**src/rtl/irq_regs_pkg.sv**
```systemverilog
package irq_regs_pkg;
  localparam int NUM_EV = 11;

  localparam int B_IRQ        = 0;
  localparam int B_HOST_ERR   = 1;
  localparam int B_TX_DONE    = 2;
  localparam int B_MAC_CTRL   = 3;
  localparam int B_RX_DONE    = 4;
  localparam int B_RX_EARLY   = 5;
  localparam int B_REQ        = 6;
  localparam int B_STATS      = 7;
  localparam int B_LINK       = 8;
  localparam int B_TXDMA      = 9;
  localparam int B_RXDMA      = 10;

  // bits the host may clear with a write of 1
  localparam logic [NUM_EV-1:0] W1C_MASK =
    (NUM_EV'(1) << B_MAC_CTRL) | (NUM_EV'(1) << B_RX_EARLY) |
    (NUM_EV'(1) << B_REQ) | (NUM_EV'(1) << B_LINK);
  // bits dropped by an acknowledge read
  localparam logic [NUM_EV-1:0] ACK_MASK =
    W1C_MASK | (NUM_EV'(1) << B_TXDMA) | (NUM_EV'(1) << B_RXDMA);
  // bits that carry an enable
  localparam logic [NUM_EV-1:0] EN_MASK = ~NUM_EV'(1);
endpackage

```
**src/rtl/irq_bit_latch.sv**
```systemverilog
module irq_bit_latch #(
  parameter int WIDTH = 8
) (
  input  logic             clk,
  input  logic             rst,
  input  logic [WIDTH-1:0] set_i,
  input  logic [WIDTH-1:0] clr_i,
  output logic [WIDTH-1:0] q_o
);
  for (genvar i = 0; i < WIDTH; i++) begin : g_bit
    always_ff @(posedge clk) begin
      if (rst)           q_o[i] <= 1'b0;
      else if (set_i[i]) q_o[i] <= 1'b1;   // set has priority over clear
      else if (clr_i[i]) q_o[i] <= 1'b0;
    end
  end
endmodule

```
**src/rtl/irq_rx_early_det.sv**
```systemverilog
module irq_rx_early_det #(
  parameter int CNT_W = 16
) (
  input  logic             clk,
  input  logic             rst,
  input  logic             head_active,
  input  logic [CNT_W-1:0] head_bytes,
  input  logic [CNT_W-1:0] limit,
  input  logic             frame_done,
  output logic             early_set_o
);
  logic above, above_q;

  assign above = head_active && (head_bytes > limit);

  always_ff @(posedge clk) begin
    if (rst) above_q <= 1'b0;
    else     above_q <= above;
  end

  // one pulse on the crossing; a finishing frame does not raise it
  assign early_set_o = above && !above_q && !frame_done;
endmodule

```
**src/rtl/irq_host_decode.sv**
```systemverilog
module irq_host_decode #(
  parameter int ADDR_W = 8,
  parameter logic [ADDR_W-1:0] ACK_OFS    = 'h4A,
  parameter logic [ADDR_W-1:0] ENABLE_OFS = 'h4C,
  parameter logic [ADDR_W-1:0] STATUS_OFS = 'h4E
) (
  input  logic [ADDR_W-1:0] reg_addr,
  input  logic              reg_rd,
  input  logic              reg_wr,
  output logic              rd_status,
  output logic              rd_ack,
  output logic              rd_enable,
  output logic              wr_status,
  output logic              wr_enable
);
  logic wr_ok;

  assign wr_ok     = reg_wr && !reg_rd;   // a read in the same cycle wins
  assign rd_status = reg_rd && (reg_addr == STATUS_OFS);
  assign rd_ack    = reg_rd && (reg_addr == ACK_OFS);
  assign rd_enable = reg_rd && (reg_addr == ENABLE_OFS);
  assign wr_status = wr_ok && (reg_addr == STATUS_OFS);
  assign wr_enable = wr_ok && (reg_addr == ENABLE_OFS);
endmodule

```
**src/rtl/irq_status_regs.sv**
```systemverilog
module irq_status_regs
  import irq_regs_pkg::*;
#(
  parameter int ADDR_W = 8,
  parameter int DATA_W = 16,
  parameter int CNT_W  = 16,
  parameter logic [ADDR_W-1:0] ACK_OFS    = 'h4A,
  parameter logic [ADDR_W-1:0] ENABLE_OFS = 'h4C,
  parameter logic [ADDR_W-1:0] STATUS_OFS = 'h4E
) (
  input  logic              clk,
  input  logic              rst,
  input  logic [ADDR_W-1:0] reg_addr,
  input  logic              reg_rd,
  input  logic              reg_wr,
  input  logic [DATA_W-1:0] reg_wdata,
  output logic [DATA_W-1:0] reg_rdata,
  input  logic              ev_bus_abort,
  input  logic              dma_reset,
  input  logic              ev_tx_done,
  input  logic              tx_stat_wr,
  input  logic              ev_mac_ctrl,
  input  logic              rx_head_active,
  input  logic [CNT_W-1:0]  rx_head_bytes,
  input  logic [CNT_W-1:0]  rx_early_limit,
  input  logic              rx_frame_done,
  input  logic              rx_dma_pop,
  input  logic              ev_host_req,
  input  logic              ev_countdown_zero,
  input  logic              ev_stats_near_full,
  input  logic              stats_read,
  input  logic              ev_link_change,
  input  logic              ev_txdma_done,
  input  logic              ev_rxdma_done,
  output logic              irq
);
  localparam int PAD_W = DATA_W - NUM_EV;

  logic rd_status, rd_ack, rd_enable, wr_status, wr_enable;
  logic early_set;
  logic [NUM_EV-1:0] ev_set, ev_clr, status_q, enable_q, status_view;

  irq_host_decode #(
    .ADDR_W(ADDR_W), .ACK_OFS(ACK_OFS),
    .ENABLE_OFS(ENABLE_OFS), .STATUS_OFS(STATUS_OFS)
  ) u_dec (
    .reg_addr (reg_addr),
    .reg_rd   (reg_rd),
    .reg_wr   (reg_wr),
    .rd_status(rd_status),
    .rd_ack   (rd_ack),
    .rd_enable(rd_enable),
    .wr_status(wr_status),
    .wr_enable(wr_enable)
  );

  irq_rx_early_det #(.CNT_W(CNT_W)) u_early (
    .clk        (clk),
    .rst        (rst),
    .head_active(rx_head_active),
    .head_bytes (rx_head_bytes),
    .limit      (rx_early_limit),
    .frame_done (rx_frame_done),
    .early_set_o(early_set)
  );

  always_comb begin
    ev_set               = '0;
    ev_set[B_HOST_ERR]   = ev_bus_abort;
    ev_set[B_TX_DONE]    = ev_tx_done;
    ev_set[B_MAC_CTRL]   = ev_mac_ctrl;
    ev_set[B_RX_DONE]    = rx_frame_done;
    ev_set[B_RX_EARLY]   = early_set;
    ev_set[B_REQ]        = ev_host_req | ev_countdown_zero;
    ev_set[B_STATS]      = ev_stats_near_full;
    ev_set[B_LINK]       = ev_link_change;
    ev_set[B_TXDMA]      = ev_txdma_done;
    ev_set[B_RXDMA]      = ev_rxdma_done;

    ev_clr               = '0;
    ev_clr[B_HOST_ERR]   = dma_reset;
    ev_clr[B_TX_DONE]    = tx_stat_wr;
    ev_clr[B_RX_DONE]    = rx_dma_pop;
    ev_clr[B_RX_EARLY]   = rx_frame_done;
    ev_clr[B_STATS]      = stats_read;
    if (wr_status) ev_clr = ev_clr | (reg_wdata[NUM_EV-1:0] & W1C_MASK);
    if (rd_ack)    ev_clr = ev_clr | ACK_MASK;
  end

  irq_bit_latch #(.WIDTH(NUM_EV)) u_latch (
    .clk  (clk),
    .rst  (rst),
    .set_i(ev_set),
    .clr_i(ev_clr),
    .q_o  (status_q)
  );

  always_ff @(posedge clk) begin
    if (rst)            enable_q <= '0;
    else if (rd_ack)    enable_q <= '0;
    else if (wr_enable) enable_q <= reg_wdata[NUM_EV-1:0] & EN_MASK;
  end

  assign irq = |(status_q & enable_q);

  always_comb begin
    status_view        = status_q;
    status_view[B_IRQ] = irq;
  end

  always_ff @(posedge clk) begin
    if (rst)                        reg_rdata <= '0;
    else if (rd_status || rd_ack)   reg_rdata <= {{PAD_W{1'b0}}, status_view};
    else if (rd_enable)             reg_rdata <= {{PAD_W{1'b0}}, enable_q};
    else if (reg_rd)                reg_rdata <= '0;
  end
endmodule

```
**config.mk**
```make
export PLATFORM = sky130hd
export DESIGN_NAME = irq_status_regs
export DESIGN_NICKNAME = d
export VERILOG_FILES = /design/src/rtl/irq_regs_pkg.sv /design/src/rtl/irq_bit_latch.sv /design/src/rtl/irq_rx_early_det.sv /design/src/rtl/irq_host_decode.sv /design/src/rtl/irq_status_regs.sv
export SDC_FILE = /design/constraint.sdc
export NUM_CORES = 1
export LEC_CHECK = 0
export BUFFER_PORTS_ARGS = -buffer_cell sky130_fd_sc_hd__buf_2
export CORE_MARGIN = 2
export CORE_UTILIZATION = 48
export CTS_CLUSTER_SIZE = 24
export DETAILED_ROUTE_END_ITERATION = 7
export PLACE_DENSITY_LB_ADDON = 0.05
export REMOVE_ABC_BUFFERS = 1
export SETUP_SLACK_MARGIN = 0.05
export SLEW_MARGIN = 15
export SYNTH_ARGS = -nofsm -noshare
export SYNTH_HDL_FRONTEND = slang
export SYNTH_SLANG_ARGS = --single-unit
```
**constraint.sdc**
```tcl
create_clock -name clk -period 6.2 [get_ports clk]
set_input_delay 1.86 -clock clk [delete_from_list [all_inputs] [get_ports clk]]
set_output_delay 1.86 -clock clk [all_outputs]
set_load 0.02 [all_outputs]
```
After elaboration in Yosys (flattened, before gate mapping)

Cells that the tools add are included.

Magnitude comparators: 1
Eq/ne operators: 3
Muxes and demuxes: 25
Bitwise logic cells: 3
Reduce and logical (&&, ||, !) cells: 26

Operators by type and width:

| operator                                                         | number |
|---|---|
| 11-bit 2-to-1 mux                                                | 5 |
| 8-bit by 7-bit == test with 1-bit output (second input constant) | 3 |
| 1-bit 2-to-1 mux                                                 | 20 |
| 2-bit nonzero test                                               | 10 |
| 16-bit > comparator                                              | 1 |
| 11-bit bitwise AND                                               | 1 |
| 11-bit OR reduction                                              | 1 |
| 1-bit logical AND                                                | 9 |
| 8-bit by 9-bit OR with 9-bit output                              | 1 |
| 1-bit zero test                                                  | 3 |
| 3-bit nonzero test                                               | 1 |
| 2-bit OR reduction                                               | 1 |
| 1-bit logical OR                                                 | 1 |
| 1-bit OR                                                         | 1 |

Bits in registers: 32

Depth between registers and ports, before layout

Gate-level depths: netlist (run 1).

Word-level depth: 7
Depth in mapped cells: 7
Mapped depth without buffers: 7

Hierarchy

From an unflattened synthesis (run 1), not the netlist that was laid out.

Cell total of the unflattened synthesis: 225
Area, all modules: 2129.5 µm²

Modules (own cells, without submodules):

| module           | times used | cells an instance | area an instance (µm²) | seq. area each (µm²) |
|---|---|---|---|---|
| irq_status_regs  | 1          | 113               | 1144.8                 | 420.4 |
| irq_rx_early_det | 1          | 57                | 459.2                  | 20.0 |
| irq_bit_latch    | 1          | 45                | 434.2                  | 220.2 |
| irq_host_decode  | 1          | 10                | 91.3                   | 0.0 |

Least setup slack after synthesis (run 1)

No wires, ideal clock.

Path type: input-to-reg
From: in rx_early_limit[14]
To: reg u_latch.q_o[5]
Library setup time: 0.114 ns
Arrival: 3.228 ns
Data required time: 6.086 ns
Path slack: 2.858 ns
Stages: 7
Path buffers: 0
Cell sequence: inv_1 ha_1 nand4_1 or4_4 o21ai_2 nor4_1 a21o_1

Longest elaborated chain between the ends: 5

RTL lines:

| item                                                   | line                   | text |
|---|---|---|
| start: declaration                                     | irq_status_regs.sv:25  | `input logic [CNT_W-1:0] rx_early_limit,` |
| 16-bit > comparator *                                  | irq_rx_early_det.sv:14 | `assign above = head_active && (head_bytes > limit);` |
| 1-bit logical AND *                                    | irq_rx_early_det.sv:14 |  |
| 1-bit logical AND * (2 in a row)                       | irq_rx_early_det.sv:22 | `assign early_set_o = above && !above_q && !frame_done;` |
| 1-bit 2-to-1 mux or 2-bit nonzero test (tied branches) | n/a                    |  |
| end signal: indexed assignment                         | irq_bit_latch.sv:12    | `if (rst) q_o[i] <= 1'b0;` |
| end signal: indexed assignment                         | irq_bit_latch.sv:13    | `else if (set_i[i]) q_o[i] <= 1'b1;` |
| end signal: indexed assignment                         | irq_bit_latch.sv:14    | `else if (clr_i[i]) q_o[i] <= 1'b0;` |
| end: declaration                                       | irq_bit_latch.sv:8     | `output logic [WIDTH-1:0] q_o` |

Every way passes the cells marked *; elsewhere a longest branch is shown, timed or not.
A chain may end at the register's enable or synchronous reset.

Final worst setup path (run 1)

From: reg enable_q[1]
To: out irq

Longest elaborated chain between the ends: 2

RTL lines:

| item                     | line                   | text |
|---|---|---|
| start: declaration       | irq_status_regs.sv:41  | `logic [NUM_EV-1:0] ev_set, ev_clr, status_q, enable_q, status_view;` |
| start signal: assignment | irq_status_regs.sv:101 | `else if (wr_enable) enable_q <= reg_wdata[NUM_EV-1:0] & EN_MASK;` |
| 11-bit bitwise AND       | irq_status_regs.sv:104 | `assign irq = \|(status_q & enable_q);` |
| 11-bit OR reduction      | irq_status_regs.sv:104 |  |
| end: declaration         | irq_status_regs.sv:35  | `output logic irq` |

Every way passes these cells.

==> insert_results.sql, run 1 <==
INSERT INTO impl_metrics (metric_group, metric, value, unit) VALUES
('worst_setup_path', 'critical_path_peak_fanout', '3', ''),
('final_layout', 'post_route_cells_drive_above_1_share', '35.51', '%'),
('clocking', 'cts_max_path_buffers', '2', ''),
('final_layout', 'most-common-layout-cells', '80 x buf_2, 32 x nor2_1, 32 x dfxtp_1', ''),
('detailed_routing', 'routed_wirelength_normalized_by_instance_count', '12.34', 'um'),
('timing', 'worst-slew-pin-transition', '655.0', 'ps'),
('global_route', 'grt.met3_usage', '4.821', '%'),
('floorplanning', 'start_util', '50.74', '%'),
('worst_setup_path', 'critical_path_arrival', '1470', 'ps'),
('detailed_routing', 'detail_route.iter0.violations', '132', ''),
('timing', 'hold-worst-slack', '498.6', 'ps'),
('power', 'total_leakage_power', '0.001091', 'uW'),
('worst_setup_path', 'r2r_end', 'reg_rdata[0]', ''),
('worst_hold_path', 'hp-class', 'reg -> reg', ''),
('timing', 'fmaxAchievable', '0.3000', 'GHz'),
('place', 'routabilityCongestion', '0.7590', ''),
('status', 'outcome', 'finished clean', ''),
('timing', 'finalMaxSlewViolations', '0', ''),
('yosys', 'synth-main-ff-cell', 'dfxtp_1', ''),
('clocking', 'ctsResizeCount', '0', ''),
('worst_setup_path', 'start_kind', 'flip-flop', ''),
('final_layout', 'final_design_area_no_fill', '2208', 'um^2'),
('final_layout', 'layout-area-overhead-vs-synth', '29.40', '%'),
('yosys', 'synth_simple_gate_area_share', '19.72', '%'),
('clocking', 'clkSinkCount', '32', ''),
('clocking', 'post-cts-setup-buffers', '0', ''),
('yosys', 'synth_sequential_area_ratio', '37.54', '%'),
('timing', 'timing.setup.tns', '0', 'ps'),
('timing', 'rsz0062_at_grt', 'false', ''),
('global_route', 'grt_max_degree', '25', ''),
('clocking', 'tritoncts', 'built', ''),
('detailed_routing', 'finalWirelength', '3.973', 'mm'),
('yosys', 'synthCells', '193', ''),
('yosys', 'synth_top_family_by_area', 'simple AND/OR/NAND/NOR gates', ''),
('power', 'vdd_ir_drop_max', '0.0001224', 'V'),
('global_route', 'grt_first_pass_wirelength', '6.693', 'mm'),
('floorplanning', 'floorplan.rows', '21', ''),
('floorplanning', 'io-pin-count', '92', ''),
('power', 'pwr_cell_area', '195.2', 'nW/um^2'),
('yosys', 'synth.distinct_cells', '35', ''),
('yosys', 'synth-adder-area-share', '11.73', '%'),
('clocking', 'clk_transition_reported_paths', '100', 'ps'),
('worst_setup_path', 'worstSetupEndpointType', 'output pin', ''),
('yosys', 'post_synth.cell_area_avg', '8.843', 'um^2'),
('floorplanning', 'die_height', '63.63', 'um'),
('detailed_routing', 'detailedRoute.firstPassIterationCount', '5', ''),
('detailed_routing', 'route.detailed.drc', '0', ''),
('final_layout', 'mostFrequentLayoutCell', 'buf_2', ''),
('yosys', 'synth-compound-area-share', '16.06', '%'),
('job', 'cap_viol_max_count', '0', ''),
('global_route', 'global_route_met2_utilization', '34.21', '%'),
('detailed_routing', 'antenna_violating_nets_post_route', '0', ''),
('timing', 'finalHoldViolCount', '0', ''),
('global_route', 'globalRouteTotalUtil', '20.92', '%'),
('clocking', 'cts-buffers-inserted', '5', ''),
('place', 'dp.final_hpwl', '3.059', 'mm'),
('timing', 'report.final.setup_viol', '0', ''),
('timing', 'layout_worst_path_cycle_share', '53.77', '%'),
('global_route', 'number_of_global_route_vias_before_repair', '1562', ''),
('worst_hold_path', 'holdPathEnd', 'u_latch.q_o[6]', ''),
('timing', 'final.min_clock_period', '3334', 'ps'),
('floorplanning', 'floorplan.core_area', '3363', 'um^2'),
('clocking', 'clock_insertion_delay_worst_skew', '330', 'ps'),
('floorplanning', 'die_outline_area', '4048', 'um^2'),
('worst_setup_path', 'critPathKind', 'reg -> out', ''),
('clocking', 'clk_root_buffer_cell', 'clkbuf_4', ''),
('final_layout', 'design.final.nets', '366', ''),
('global_route', 'top_usage_layer', 'met2', ''),
('yosys', 'mappedNetlistArea', '1707', 'um^2'),
('yosys', 'async_flop_share', '0', '%'),
('place', 'dpl_cell_area', '2132', 'um^2');
[cells in the mapped netlist (all sizes together), types with 2 or more instances]
| master | number | area, um^2 |
|---|---|---|
| dfxtp | 32 | 640.6 |
| nor2 | 32 | 120.1 |
| inv | 22 | 82.58 |
| ha | 16 | 200.2 |
| a21oi | 13 | 65.06 |
| a222oi | 10 | 100.1 |
| mux2i | 10 | 100.1 |
| nand2 | 10 | 37.54 |
| buf | 8 | 57.55 |
| nor4 | 5 | 58.80 |
| a22oi | 4 | 30.03 |
| nand4 | 4 | 25.02 |
| clkbuf | 3 | 11.26 |
| nand2b | 3 | 18.77 |
| o21ai | 3 | 18.77 |
| a221oi | 2 | 17.52 |
| a31oi | 2 | 12.51 |
| nand3b | 2 | 15.01 |
[stage by stage]
step	setup WS [ps]	util (%)	power, uW
2_1_floorplan	2048	-	248.5
3_3_place_gp	2665	63.39	279.4
3_5_place_dp	2657	63.39	280.4
4_1_cts	2840	65.66	432.8
5_1_grt	2760	65.66	453.4
6_report	2866	65.66	431.0
[routing by layer]
metal	vias to the layer above	share of wire, %
met5	-	0
met4	0	0.48
met3	3	8.0
met2	69	45
met1	741	46
li1	848	-
[cell type report]
type	count	area [um^2]	share of cell area, %
multi-input combinational	132	935.9	42.38
sequential	32	640.6	29.01
timing repair buffer	82	415.4	18.81
inverter	22	82.58	3.739
tap	46	57.56	2.606
clock buffer	6	41.29	1.870
clock inverter	2	35.03	1.586
[sequential cells by signal, indices dropped and copies added (netlist names)]
signal and count:
u_latch.q_o 10, enable_q 10, reg_rdata 11, u_early.above_q 1
[logic make-up after synthesis]
family | after synthesis
AND/OR/NAND/NOR | 63
AO/OA/AOI/OAI | 38
buffers and inverters | 33
flip-flops | 32
adder cells (fa/ha/maj) | 16
multiplexers | 10
other | 1
[how the worst max path moves through the flow]
stage | from | endpoint | depth (start not counted)
detailed placement | rx_early_limit[14] | u_latch.q_o[5] | 8
global placement | rx_early_limit[14] | u_latch.q_o[5] | 8
global route | enable_q[1] | irq | 4
floorplan | reg_addr[0] | enable_q[10] | 4
CTS | enable_q[1] | irq | 4
finish | enable_q[1] | irq | 4
[where the power goes]
group / total [uW] / internal, uW / switching, uW / leakage, uW
Clock: 156 / 84.6 / 71.1 / 0.0000422
Sequential: 214 / 210 / 3.72 / 0.000261
Combinational: 61.2 / 29.8 / 31.4 / 0.000788
[worst max-delay path, stage by stage (launching register included)]
cell and delay (ps):
dfxtp_1 330, a22o_1 230, a221oi_1 240, nand4_1 160, buf_2 190
No activity file was read; power rests on OpenSTA's default activity.
==> inputs of run 2 (changes only) <==
Settings changed: CORE_UTILIZATION 48 to 40.
Clock period 6.2 ns to 2.8 ns, I/O delays scaled along.
==> insert_results.sql, run 2 (synthesis gave the netlist of run 1 again) <==
INSERT INTO impl_metrics (metric_group, metric, value, unit) VALUES
('status', 'outcome', 'finished clean', ''),
('worst_setup_path', 'critical_path.top_delay_family', 'compound AO/OA/AOI/OAI gates', ''),
('final_layout', 'post_route_cells_drive_above_1_share', '35.61', '%'),
('global_route', 'grt_first_pass_wirelength', '7.258', 'mm'),
('place', 'routabilityCongestion', '0.6992', ''),
('global_route', 'top_usage_layer', 'met2', ''),
('timing', 'fmaxAchievable', '0.4386', 'GHz'),
('final_layout', 'design.final.nets', '368', ''),
('worst_setup_path', 'r2r.worst_path.cells', '5', ''),
('detailed_routing', 'routed_via_density', '5.091', ''),
('global_route', 'grt.met3_usage', '6.686', '%'),
('clocking', 'cts.htree.levels', '2', ''),
('global_route', 'number_of_global_route_vias_before_repair', '1615', ''),
('worst_setup_path', 'critical_path_arrival', '1440', 'ps'),
('timing', 'worst-slew-pin-transition', '536.0', 'ps'),
('place', 'pre_cts_slack', '238.6', 'ps'),
('timing', 'timing.slew.headroom', '63.97', '%'),
('final_layout', 'final_design_area_no_fill', '2242', 'um^2'),
('timing', 'skew', '3.570', 'ps'),
('final_layout', 'number_of_flip_flops_under_the_largest_register_name', '11', ''),
('timing', 'final.min_clock_period', '2280', 'ps'),
('floorplanning', 'floorplan.core_area', '4058', 'um^2'),
('worst_setup_path', 'cp_data_required_time', '1960', 'ps'),
('clocking', 'post-cts-setup-buffers', '0', ''),
('floorplanning', 'die_height', '69.32', 'um'),
('timing', 'report.final.setup_viol', '0', ''),
('global_route', 'grt_max_degree', '16', ''),
('clocking', 'clock_insertion_delay_worst_skew', '280', 'ps'),
('floorplanning', 'floorplan.rows', '23', ''),
('power', 'total_leakage_power', '0.001105', 'uW'),
('worst_setup_path', 'critPathKind', 'reg -> out', ''),
('detailed_routing', 'routed_wirelength_normalized_by_instance_count', '12.75', 'um'),
('detailed_routing', 'detailedRoute.firstPassIterationCount', '6', ''),
('final_layout', 'top_regs', 'reg_rdata: 11 flops, enable_q: 10 flops, u_latch.q_o: 10 flops', ''),
('job', 'cap_viol_max_count', '0', ''),
('final_layout', 'most-common-layout-cells', '80 x buf_2, 32 x nor2_1, 32 x dfxtp_1', ''),
('detailed_routing', 'antenna_violating_nets_post_route', '0', ''),
('detailed_routing', 'detail_route.iter0.violations', '131', ''),
('final_layout', 'number_of_fill_cells_in_the_layout', '402', ''),
('final_layout', 'mostFrequentLayoutCell', 'buf_2', ''),
('power', 'vdd_ir_drop_max', '0.0003020', 'V'),
('worst_hold_path', 'hold_depth', '2', ''),
('timing', 'layout_worst_path_cycle_share', '81.43', '%'),
('detailed_routing', 'finalWirelength', '4.181', 'mm'),
('power', 'pwr_cell_area', '434.2', 'nW/um^2'),
('worst_setup_path', 'worstSetupEndpointType', 'output pin', ''),
('clocking', 'tritoncts', 'built', ''),
('floorplanning', 'start_util', '42.06', '%'),
('place', 'dpl_cell_area', '2152', 'um^2'),
('final_layout', 'num_antenna_cells', '0', ''),
('floorplanning', 'die_x', '69.32', 'um'),
('clocking', 'clk_transition_reported_paths', '60', 'ps'),
('timing', 'finalHoldViolCount', '0', ''),
('timing', 'rsz0062_at_grt', 'false', ''),
('worst_setup_path', 'critical_path.max_stage_delay', '320', 'ps'),
('floorplanning', 'die_outline_area', '4805', 'um^2'),
('global_route', 'gr-total-overflow', '0', ''),
('clocking', 'cts-hold-fix-buffers', '0', ''),
('place', 'dp.final_hpwl', '3.263', 'mm'),
('timing', 'finalMaxSlewViolations', '0', ''),
('clocking', 'cts_max_path_buffers', '2', ''),
('worst_setup_path', 'critPathSlowestCell', 'dfxtp_1', ''),
('final_layout', 'finish.utilization', '55.26', '%'),
('final_layout', 'register_ranked_first_by_flip_flop_count', 'reg_rdata', ''),
('final_layout', 'layout-area-overhead-vs-synth', '31.38', '%'),
('worst_setup_path', 'cp_num_buf_inv', '1', ''),
('global_route', 'grt_antenna_before_repair', '0', ''),
('clocking', 'clk_root_buffer_cell', 'clkbuf_8', ''),
('floorplanning', 'io-pin-count', '92', ''),
('clocking', 'ctsResizeCount', '0', ''),
('worst_hold_path', 'hp-class', 'reg -> reg', ''),
('detailed_routing', 'route.vias.total', '1670', ''),
('clocking', 'clkSinkCount', '32', ''),
('worst_setup_path', 'cp.depth', '4', ''),
('place', 'placement.io_buffers', '80', ''),
('global_route', 'globalRouteTotalUtil', '18.63', '%'),
('worst_setup_path', 'start_kind', 'flip-flop', ''),
('global_route', 'global_route_met2_utilization', '28.63', '%'),
('global_route', 'met1_track_utilization_from_global_routing', '25.45', '%'),
('detailed_routing', 'route.detailed.drc', '0', ''),
('power', 'report.power.total', '973.6', 'uW'),
('worst_setup_path', 'path_cells', 'a22o_1, a221oi_1, nand4_1, buf_2', ''),
('worst_setup_path', 'critical_path_peak_fanout', '3', ''),
('clocking', 'cts-buffers-inserted', '5', ''),
('timing', 'postLayoutSetupSlackWorst', '520.1', 'ps');
-- run 2: path summary, 6_finish.rpt --
kind              slack (ps)           start             end
hold reg to reg          500  u_latch.q_o[6]  u_latch.q_o[6]
setup / recovery         520     enable_q[1]             irq
setup reg to reg        1510     enable_q[1]    reg_rdata[0]
hold / removal           500  u_latch.q_o[6]  u_latch.q_o[6]
-- run 2: stage by stage --
stage	cells	hold slack, ps	setup TNS (ps)
6_report	328	496.7	0
5_1_grt	328	550.7	0
4_1_cts	328	496.9	0
3_5_place_dp	320	488.2	0
3_3_place_gp	320	479.6	0
2_1_floorplan	186	459.0	-3317
-- run 2: metal layers --
| metal | wire [um] | vias to the layer above |
|---|---|---|
| met5 | 0 | - |
| met4 | 34 | 0 |
| met3 | 364 | 5 |
| met2 | 1807 | 71 |
| met1 | 1974 | 745 |
| li1 | - | 849 |
-- run 2: cell type report --
type | count | area, um^2 | area share, %
repair buffers | 84 | 430.4 | 19.20
well taps | 50 | 62.56 | 2.790
multi-input cells | 132 | 935.9 | 41.74
inverters | 22 | 82.58 | 3.683
clock buffers | 8 | 90.09 | 4.018
flip-flops and latches | 32 | 640.6 | 28.57
-- run 2: worst reg2reg max path, delay by kind of cell, from the launching register on --
| kind | cells | cell delay [ps] |
|---|---|---|
| and+or+nand+nor | 2 | 220 |
| DFF | 1 | 320 |
| AOI/OAI and AO/OA | 3 | 630 |
-- run 2: power breakdown --
group,switching [uW],internal [uW]
combinational,70.5,67.2
sequential,8.14,466
clock,161,200
==> inputs of run 3 (changes only) <==
Settings changed: CORE_UTILIZATION 40 to 44.
Clock period 2.8 ns to 2.22 ns, I/O delays scaled along.
==> insert_results.sql, run 3 (synthesis gave the netlist of run 1 again) <==
INSERT INTO impl_metrics (metric_group, metric, value, unit) VALUES
('status', 'outcome', 'finished clean', ''),
('timing', 'fmaxAchievable', '0.4885', 'GHz'),
('clocking', 'clock_insertion_delay_worst_skew', '290', 'ps'),
('timing', 'rsz0062_at_grt', 'false', ''),
('timing', 'skew', '5.146', 'ps'),
('worst_setup_path', 'crit-reg2reg-launch', 'enable_q[1]', ''),
('clocking', 'cts_max_path_buffers', '2', ''),
('detailed_routing', 'detailedRoute.firstPassIterationCount', '5', ''),
('final_layout', 'mostFrequentLayoutCell', 'buf_2', ''),
('clocking', 'cts-buffers-inserted', '5', ''),
('worst_hold_path', 'hp-class', 'reg -> reg', ''),
('worst_setup_path', 'r2r.worst_path.cells', '5', ''),
('worst_setup_path', 'cp.depth', '4', ''),
('global_route', 'globalRouteTotalUtil', '20.91', '%'),
('final_layout', 'layout-area-overhead-vs-synth', '34.38', '%'),
('place', 'placement.io_buffers', '80', ''),
('final_layout', 'most-common-layout-cells', '80 x buf_2, 32 x nor2_1, 32 x dfxtp_1', ''),
('power', 'pwr_cell_area', '541.9', 'nW/um^2'),
('worst_setup_path', 'reg2reg_setup_slack', '1000', 'ps'),
('worst_setup_path', 'path_cells', 'a22o_1, a221oi_2, nand4_1, buf_2', ''),
('worst_setup_path', 'critical_path_arrival', '1380', 'ps'),
('final_layout', 'design.final.nets', '374', ''),
('floorplanning', 'die_height', '66.28', 'um'),
('timing', 'report.final.setup_viol', '0', ''),
('detailed_routing', 'antenna_violating_nets_post_route', '0', ''),
('detailed_routing', 'm1WireLength', '1.911', 'mm'),
('final_layout', 'num_antenna_cells', '0', ''),
('detailed_routing', 'routed_wirelength_normalized_by_instance_count', '12.34', 'um'),
('detailed_routing', 'routed-wl-met2', '1.803', 'mm'),
('detailed_routing', 'topRoutingLayerUsed', 'met4', ''),
('final_layout', 'register_ranked_first_by_flip_flop_count', 'reg_rdata', ''),
('power', 'total_leakage_power', '0.001141', 'uW'),
('global_route', 'grt_first_pass_wirelength', '6.982', 'mm'),
('floorplanning', 'floorplan.core_area', '3689', 'um^2'),
('worst_setup_path', 'cp_data_required_time', '1550', 'ps'),
('detailed_routing', 'finalWirelength', '4.096', 'mm'),
('clocking', 'clkSinkCount', '32', ''),
('final_layout', 'top_regs', 'reg_rdata: 11 flops, enable_q: 10 flops, u_latch.q_o: 10 flops', ''),
('final_layout', 'seq_area', '640.6', 'um^2'),
('worst_setup_path', 'startpoint', 'enable_q[1]', ''),
('worst_setup_path', 'critPathKind', 'reg -> out', ''),
('detailed_routing', 'route.detailed.drc', '0', ''),
('place', 'pre_cts_slack', '-104.1', 'ps'),
('clocking', 'clk_transition_reported_paths', '70', 'ps'),
('place', 'routabilityCongestion', '0.8181', ''),
('clocking', 'post-cts-setup-buffers', '0', ''),
('worst_setup_path', 'critical_path.top_delay_family', 'compound AO/OA/AOI/OAI gates', ''),
('worst_setup_path', 'cp_num_buf_inv', '1', ''),
('job', 'cap_viol_max_count', '0', ''),
('timing', 'finalMaxSlewViolations', '0', ''),
('timing', 'finalHoldViolCount', '0', ''),
('place', 'dp.final_hpwl', '3.183', 'mm'),
('clocking', 'cts-hold-fix-buffers', '0', ''),
('clocking', 'tritoncts', 'built', ''),
('clocking', 'cts.htree.levels', '2', ''),
('timing', 'final.min_clock_period', '2047', 'ps'),
('detailed_routing', 'detail_route.iter0.violations', '86', ''),
('worst_setup_path', 'critPathSlowestCell', 'dfxtp_1', ''),
('detailed_routing', 'routed_via_density', '5.072', ''),
('floorplanning', 'start_util', '46.27', '%'),
('place', 'dpl_cell_area', '2195', 'um^2'),
('worst_setup_path', 'worst_setup_path_endpoint', 'irq', ''),
('worst_setup_path', 'r2r_end', 'reg_rdata[0]', ''),
('final_layout', 'number_of_fill_cells_in_the_layout', '341', ''),
('detailed_routing', 'met3WireLength', '324', 'um'),
('power', 'vdd_ir_drop_max', '0.0003484', 'V'),
('global_route', 'number_of_global_route_vias_before_repair', '1626', ''),
('floorplanning', 'io-pin-count', '92', ''),
('final_layout', 'post_route_cells_drive_above_1_share', '38.03', '%'),
('floorplanning', 'floorplan.rows', '22', ''),
('final_layout', 'final_design_area_no_fill', '2293', 'um^2'),
('final_layout', 'finish.utilization', '62.18', '%'),
('global_route', 'grt_max_degree', '14', ''),
('timing', 'layout_worst_path_cycle_share', '92.22', '%'),
('global_route', 'gr-total-overflow', '0', ''),
('floorplanning', 'die_x', '66.28', 'um'),
('final_layout', 'multi_input_area', '942.2', 'um^2'),
('floorplanning', 'die_outline_area', '4393', 'um^2'),
('worst_setup_path', 'worstSetupEndpointType', 'output pin', ''),
('worst_setup_path', 'critical_path.max_stage_delay', '320', 'ps'),
('detailed_routing', 'route.vias.total', '1684', ''),
('final_layout', 'number_of_flip_flops_under_the_largest_register_name', '11', ''),
('worst_setup_path', 'start_kind', 'flip-flop', ''),
('global_route', 'grt_antenna_before_repair', '0', ''),
('clocking', 'clk_root_buffer_cell', 'clkbuf_8', ''),
('worst_setup_path', 'critical_path_peak_fanout', '3', ''),
('timing', 'postLayoutSetupSlackWorst', '172.7', 'ps');
run 3: where the power goes:
group	total (uW)	internal [uW]	switching, uW
logic	182	91.9	90.5
clock network	461	247	214
registers	600	588	11.6
total	1240	927	316
run 3: layer usage:
| metal | GRT usage (%) | vias up |
|---|---|---|
| li1 | - | 861 |
| met5 | 0 | - |
| met3 | 4.770 | 7 |
| met2 | 34.13 | 64 |
| met4 | 7.653 | 0 |
| met1 | 26.81 | 752 |
run 3: worst register-to-register path, cell delays in order, from the launching register on:
cell      delay [ps]
dfxtp_1          320
a22o_1           240
a221oi_2         200
nand4_1          150
a22oi_1          160
nor2_1            50
run 3: worst min path at each step:
stage | start | to | slack (ps) | cells past startpoint
5_1_grt | u_latch.q_o[6] | u_latch.q_o[6] | 540 | 2
2_1_floorplan | u_latch.q_o[6] | u_latch.q_o[6] | 460 | 2
4_1_cts | u_latch.q_o[6] | u_latch.q_o[6] | 500 | 2
6_report | u_latch.q_o[6] | u_latch.q_o[6] | 500 | 2
3_3_place_gp | u_latch.q_o[6] | u_latch.q_o[6] | 480 | 2
3_5_place_dp | u_latch.q_o[6] | u_latch.q_o[6] | 490 | 2
run 3: layout make-up:
| class | instances | share of cell area, % |
|---|---|---|
| Clock buffer | 6 | 3.601 |
| Clock inverter | 2 | 0.4364 |
| Inverter | 22 | 3.601 |
| Multi-Input combinational cell | 132 | 41.08 |
| Sequential cell | 32 | 27.93 |
| Tap cell | 48 | 2.619 |
| Timing Repair Buffer | 90 | 20.73 |
run 3: repair_timing:
item                                    CTS  global route
hold endpoints to repair                  0             0
gates resized for setup                   0             1
endpoints found under the setup margin    0             1
run 3: metrics by stage:
step	hold slack, ps	TNS, ps	instances	total power (uW)
5_1_grt	537.6	0	332	1316
6_report	498.8	0	332	1243
4_1_cts	496.5	0	332	1256
3_3_place_gp	478.8	-144.4	324	791.8
3_5_place_dp	487.2	-194.6	324	795.4
2_1_floorplan	459.0	-7579	186	693.9
